**config.mk**
```make
export PLATFORM = sky130hd
export DESIGN_NAME = chirp_corr_demod
export DESIGN_NICKNAME = d
export VERILOG_FILES = /design/src/rtl/cd_pkg.sv /design/src/rtl/cd_bsync_edge.sv /design/src/rtl/cd_ref_table.sv /design/src/rtl/cd_mac_path.sv /design/src/rtl/chirp_corr_demod.sv
export SDC_FILE = /design/constraint.sdc
export NUM_CORES = 1
export LEC_CHECK = 0
export CORE_MARGIN = 8
export CORE_UTILIZATION = 25
export CTS_CLUSTER_SIZE = 10
export DETAILED_ROUTE_END_ITERATION = 12
export DONT_BUFFER_PORTS = 1
export PLACE_DENSITY = 0.48
export SLEW_MARGIN = 25
export SYNTH_ARGS = -nofsm -noshare
export SYNTH_HDL_FRONTEND = slang
export SYNTH_SLANG_ARGS = --single-unit
```
**constraint.sdc**
```tcl
create_clock -name clk_i -period 16.4 [get_ports clk_i]
set_input_delay 0.82 -clock clk_i [delete_from_list [all_inputs] [get_ports clk_i]]
set_output_delay 0.82 -clock clk_i [all_outputs]
set_load 0.005 [all_outputs]
```
**src/rtl/cd_pkg.sv**
```systemverilog
package cd_pkg;

    parameter int SAMP_W  = 8;
    parameter int REF_W   = 8;
    parameter int SYM_LEN = 64;

    localparam int ADDR_W = $clog2(SYM_LEN);
    localparam int IDX_W  = ADDR_W + 1;
    localparam int PROD_W = SAMP_W + REF_W;
    localparam int ACC_W  = PROD_W + ADDR_W;

    typedef logic signed [SAMP_W-1:0] samp_t;
    typedef logic signed [REF_W-1:0]  ref_t;
    typedef logic signed [PROD_W-1:0] prod_t;
    typedef logic signed [ACC_W-1:0]  acc_t;
    typedef logic [IDX_W-1:0]         idx_t;
    typedef logic [ADDR_W-1:0]        addr_t;

    typedef enum logic {
        PATH_ZERO = 1'b0,
        PATH_ONE  = 1'b1
    } path_e;

    typedef struct packed {
        acc_t zero;
        acc_t one;
    } corr_pair_t;

    // Triangle approximation of one chirp cycle, swept by a quadratic phase.
    function automatic ref_t ref_sample(input path_e path, input int idx);
        int   sq;
        int   ph_i;
        logic [7:0] ph;
        ref_t val;
        sq = (idx * idx) >> 5;
        if (path == PATH_ONE) ph_i = 6 * idx - sq;
        else                  ph_i = 2 * idx + sq;
        ph = 8'(ph_i);
        if (ph[7]) val = REF_W'(191 - int'(ph));
        else       val = REF_W'(int'(ph) - 64);
        return val;
    endfunction

    // Offset-binary to two's complement: flip the top bit.
    function automatic samp_t center(input logic [SAMP_W-1:0] raw);
        return samp_t'({~raw[SAMP_W-1], raw[SAMP_W-2:0]});
    endfunction

endpackage

```
**src/rtl/cd_bsync_edge.sv**
```systemverilog
module cd_bsync_edge (
    input  logic clk_i,
    input  logic rst_i,
    input  logic bsync_i,
    output logic rise_o
);
    logic meta_q;
    logic sync_q;
    logic prev_q;

    always_ff @(posedge clk_i) begin
        if (rst_i) begin
            meta_q <= 1'b0;
            sync_q <= 1'b0;
            prev_q <= 1'b0;
        end else begin
            meta_q <= bsync_i;
            sync_q <= meta_q;
            prev_q <= sync_q;
        end
    end

    assign rise_o = sync_q & ~prev_q;
endmodule

```
**src/rtl/cd_ref_table.sv**
```systemverilog
module cd_ref_table
    import cd_pkg::*;
#(
    parameter path_e PATH = PATH_ZERO
) (
    input  addr_t addr_i,
    output ref_t  ref_o
);
    ref_t tab [SYM_LEN];

    for (genvar g = 0; g < SYM_LEN; g++) begin : g_tab
        assign tab[g] = ref_sample(PATH, g);
    end

    assign ref_o = tab[addr_i];
endmodule

```
**src/rtl/cd_mac_path.sv**
```systemverilog
module cd_mac_path
    import cd_pkg::*;
(
    input  logic  clk_i,
    input  logic  rst_i,
    input  logic  restart_i,
    input  logic  en_i,
    input  samp_t samp_i,
    input  ref_t  ref_i,
    output acc_t  acc_o
);
    prod_t prod;
    acc_t  prod_ext;
    acc_t  acc_q;

    assign prod     = samp_i * ref_i;
    assign prod_ext = acc_t'(prod);

    always_ff @(posedge clk_i) begin
        if (rst_i)          acc_q <= '0;
        else if (restart_i) acc_q <= prod_ext;
        else if (en_i)      acc_q <= acc_q + prod_ext;
    end

    assign acc_o = acc_q;
endmodule

```
**src/rtl/chirp_corr_demod.sv**
```systemverilog
module chirp_corr_demod
    import cd_pkg::*;
(
    input  logic              clk_i,
    input  logic              rst_i,
    input  logic              bsync_i,
    input  logic [SAMP_W-1:0] adc_i,
    output logic              bit_o,
    output logic              bit_vld_o
);
    logic       sym_start;
    idx_t       idx_q;
    logic       armed_q;
    logic       in_window;
    addr_t      addr;
    samp_t      samp_c;
    acc_t       acc_arr [2];
    acc_t       acc_zero;
    acc_t       acc_one;
    corr_pair_t corr;
    logic signed [ACC_W:0] diff;

    cd_bsync_edge u_edge (
        .clk_i  (clk_i),
        .rst_i  (rst_i),
        .bsync_i(bsync_i),
        .rise_o (sym_start)
    );

    assign in_window = (idx_q < idx_t'(SYM_LEN));
    assign addr      = sym_start ? '0 : idx_q[ADDR_W-1:0];
    assign samp_c    = center(adc_i);

    for (genvar p = 0; p < 2; p++) begin : g_path
        ref_t ref_v;

        cd_ref_table #(.PATH(path_e'(p))) u_ref (
            .addr_i(addr),
            .ref_o (ref_v)
        );

        cd_mac_path u_mac (
            .clk_i    (clk_i),
            .rst_i    (rst_i),
            .restart_i(sym_start),
            .en_i     (in_window),
            .samp_i   (samp_c),
            .ref_i    (ref_v),
            .acc_o    (acc_arr[p])
        );
    end

    assign acc_zero  = acc_arr[PATH_ZERO];
    assign acc_one   = acc_arr[PATH_ONE];
    assign corr.zero = acc_zero;
    assign corr.one  = acc_one;
    assign diff      = {corr.one[ACC_W-1], corr.one} - {corr.zero[ACC_W-1], corr.zero};

    always_ff @(posedge clk_i) begin
        if (rst_i) begin
            idx_q     <= idx_t'(SYM_LEN);
            armed_q   <= 1'b0;
            bit_o     <= 1'b0;
            bit_vld_o <= 1'b0;
        end else begin
            bit_vld_o <= 1'b0;
            if (sym_start) begin
                idx_q   <= idx_t'(1);
                armed_q <= 1'b1;
                if (armed_q) begin
                    bit_o     <= ~diff[ACC_W];
                    bit_vld_o <= 1'b1;
                end
            end else if (in_window) begin
                idx_q <= idx_q + idx_t'(1);
            end
        end
    end
endmodule

```
==> results_dict.tcl <==
set metrics [dict create \
    cts_made_buffers 9 \
    reg2reg_slack_ns 7.11 \
    crit_fanout 43 \
    total_leakage_power_nw 5.51 \
    antenna_left 0 \
    via_count 9140 \
    n_fill_cell 4865 \
    internal_power_mw 0.549 \
    synth_top_area_frac 0.206 \
    drv_slew 0 \
    outcome "complete, no violations" \
    die_area_um2 51400 \
    final-setup-viol-count 0 \
    initial_core_util 0.252 \
    clock-sinks 57 \
    hpwl_um 22500 \
    use_met1 0.156 \
    fp.dieH_um 227 \
    critPathLaunchType "flop" \
    htreeDepth 3 \
    clk-insertion-delay-late_ns 0.34 \
    timing.slew.headroom 0.413 \
    cp_slowest_stage_delay_ns 0.69 \
    synthTopCellsByCount "222 x inv_1, 129 x ha_1, 125 x nor2_1" \
    hold_viol_final 0 \
    root_buffer "clkbuf_16" \
    first_iter_violations 395 \
    clk_pin_slew_ns 0.06 \
    max_freq_ghz 0.108 \
    switching_share 0.450 \
    avgRoutedWirePerCell_um 14.6 \
    seqCellArea_um2 1140 \
    endpoint_kind "flop" \
    synth_top_cell_by_area "fa_1" \
    finalWeightedCongestion 0.848 \
    grt_util_all_layers 0.113 \
    syn_area_per_cell_um2 7.84 \
    synth_seq_cells 57 \
    ys_seq_area_frac 0.103 \
    die_w_um 227 \
    diodes 0 \
    final_nets 1629 \
    power_frac_seq 0.171 \
    viasPerCell 4.63 \
    grt_max_degree 62 \
    cts_tree "done" \
    antenna_found_initial 0 \
    first_pass_iters 4 \
    yosys_warnings 0 \
    drive_above_1_share 0.0384 \
    use_met2 0.185 \
    synthesis.nets 1669 \
    postCtsSetupBuffers 0 \
    p_comb_frac 0.618 \
    totalWireLength_um 28800 \
    met3_usage 0.0208 \
    power.switching_mw 0.448 \
    overflow 0 \
    portBuffers 0 \
    synthCells 1415 \
    drc_errors 0 \
    crit_buf_inv 6 \
    areaGrowthSynthToFinish_pct 8.36 \
    crit_type "reg2reg" \
    grt_pass1_wl_um 47800 \
    crit_top_cell "inv_1" \
    io_pins 13 \
    rsz0062_at_grt "false" \
    cts_resized 0 \
    p_clk_frac 0.211 \
    netlist_top_cells_area "fa_1 21%, ha_1 15%, dfxtp_1 10%" \
    row_count 77 \
    cap_viol_max_count 0 \
    busiest_layer "met2" \
    ys_types 75 \
    async_flop_share 0 \
    fin_tns_setup_ns 0 \
    grt_pass1_vias 9114 \
    multi_input_area_um2 8890 \
    ctsHoldBuffers 0 \
    period_minus_slack_ns 9.29 \
    peakVddDrop_mv 0.0567 \
    max_slew.worst_pin.slew_ns 0.873 \
    power_density_nw_per_um2 82.9 \
    fin_crit_sh 0.566 \
    core_area_um2 44000 \
    p_total_mw 0.997 \
    synth.most_common_cell "inv_1" \
    fin_skew_ns 0.00703 \
    synth_top_flop_cell "dfxtp_1" \
    required_ns 16.62 \
    clockBufferDepth 2 \
    synth_area_um2 11100 \
    crit_slowest_cell "fa_1" \
    cp.arrival_ns 9.51 \
    holdCritPathClass "reg2reg" \
    synth-edff-count 0 \
    crit_family "adder cells" \
]
-- cells in the final DEF (no fill, tap or decap), drive strengths merged, types with 9 or more instances in the layout --
cell type,count
inv,223
ha,129
nor2,125
fa,114
nand2,89
a21oi,86
o21ai,82
and2,57
dfxtp,57
xnor2,40
nor2b,32
xor2,31
nor3,29
a21o,26
a211oi,25
o211ai,24
nand2b,20
a31oi,19
mux2i,17
nand3,15
buf,11
clkbuf,10
o21a,9
or3,9
-- flip-flops by register name, summed over array words and instances, names as in the netlist --
register,count
g_path.u_mac.acc_o,44
u_edge.meta_q,1
u_edge.sync_q,1
idx_q,7
bit_o,1
u_edge.prev_q,1
bit_vld_o,1
armed_q,1
-- through the flow --
step           setup WS, ns  instance area [um2]   util  hold WS, ns  std cells
3_3_place_gp           7.29                11700  0.266        0.479       1956
4_1_cts                7.05                12000  0.273        0.463       1972
5_1_grt                6.33                12000  0.273        0.469       1972
2_1_floorplan          7.59                11100      -        0.414       1415
3_5_place_dp           7.09                11700  0.266        0.448       1956
6_report               7.11                12000  0.273        0.466       1972
-- routing by layer --
metal	routed length, um	up-vias	share of wire
met4	328	0	0.011
met3	966	23	0.034
met2	12900	102	0.45
li1	-	4653	-
met1	14600	4362	0.51
met5	0	-	0
-- power groups by stage --
stage               combinational [mW]  sequential (mW)  clock (mW)
CTS                              0.623            0.172       0.216
global placement                 0.616            0.175           0
finish                           0.616            0.171       0.211
global route                     0.700            0.173       0.222
floorplan                        0.492            0.166           0
detailed placement               0.620            0.174           0
-- final timing paths --
path                                  from                                      to  cells past startpoint
setup / recovery  u_edge.prev_q$_SDFF_PP0_  g_path[0].u_mac.acc_o[21]$_SDFFE_PP0P_                     33
hold / removal    u_edge.meta_q$_SDFF_PP0_                u_edge.sync_q$_SDFF_PP0_                      1
setup reg to reg  u_edge.prev_q$_SDFF_PP0_  g_path[0].u_mac.acc_o[21]$_SDFFE_PP0P_                     33
hold reg to reg   u_edge.meta_q$_SDFF_PP0_                u_edge.sync_q$_SDFF_PP0_                      1
-- cells by family after synthesis --
group / count (synthesis) / share of synthesized area
DFF: 57 / 0.103
AOI/OAI and AO/OA: 329 / 0.193
and+or+nand+nor: 409 / 0.180
buffers and inverters: 286 / 0.0976
xor gates and xnor gates: 71 / 0.0560
muxes: 20 / 0.0197
adders and majority gates: 243 / 0.351
-- area by class of cell --
cell class                      instances  share of cell area
Multi-Input combinational cell       1072               0.739
Sequential cell                        57              0.0951
Inverter                              224              0.0699
Tap cell                              592              0.0616
Clock buffer                           10              0.0199
Clock inverter                          6             0.00759
Timing Repair Buffer                   11             0.00687
(Power assumes the default switching activity.)
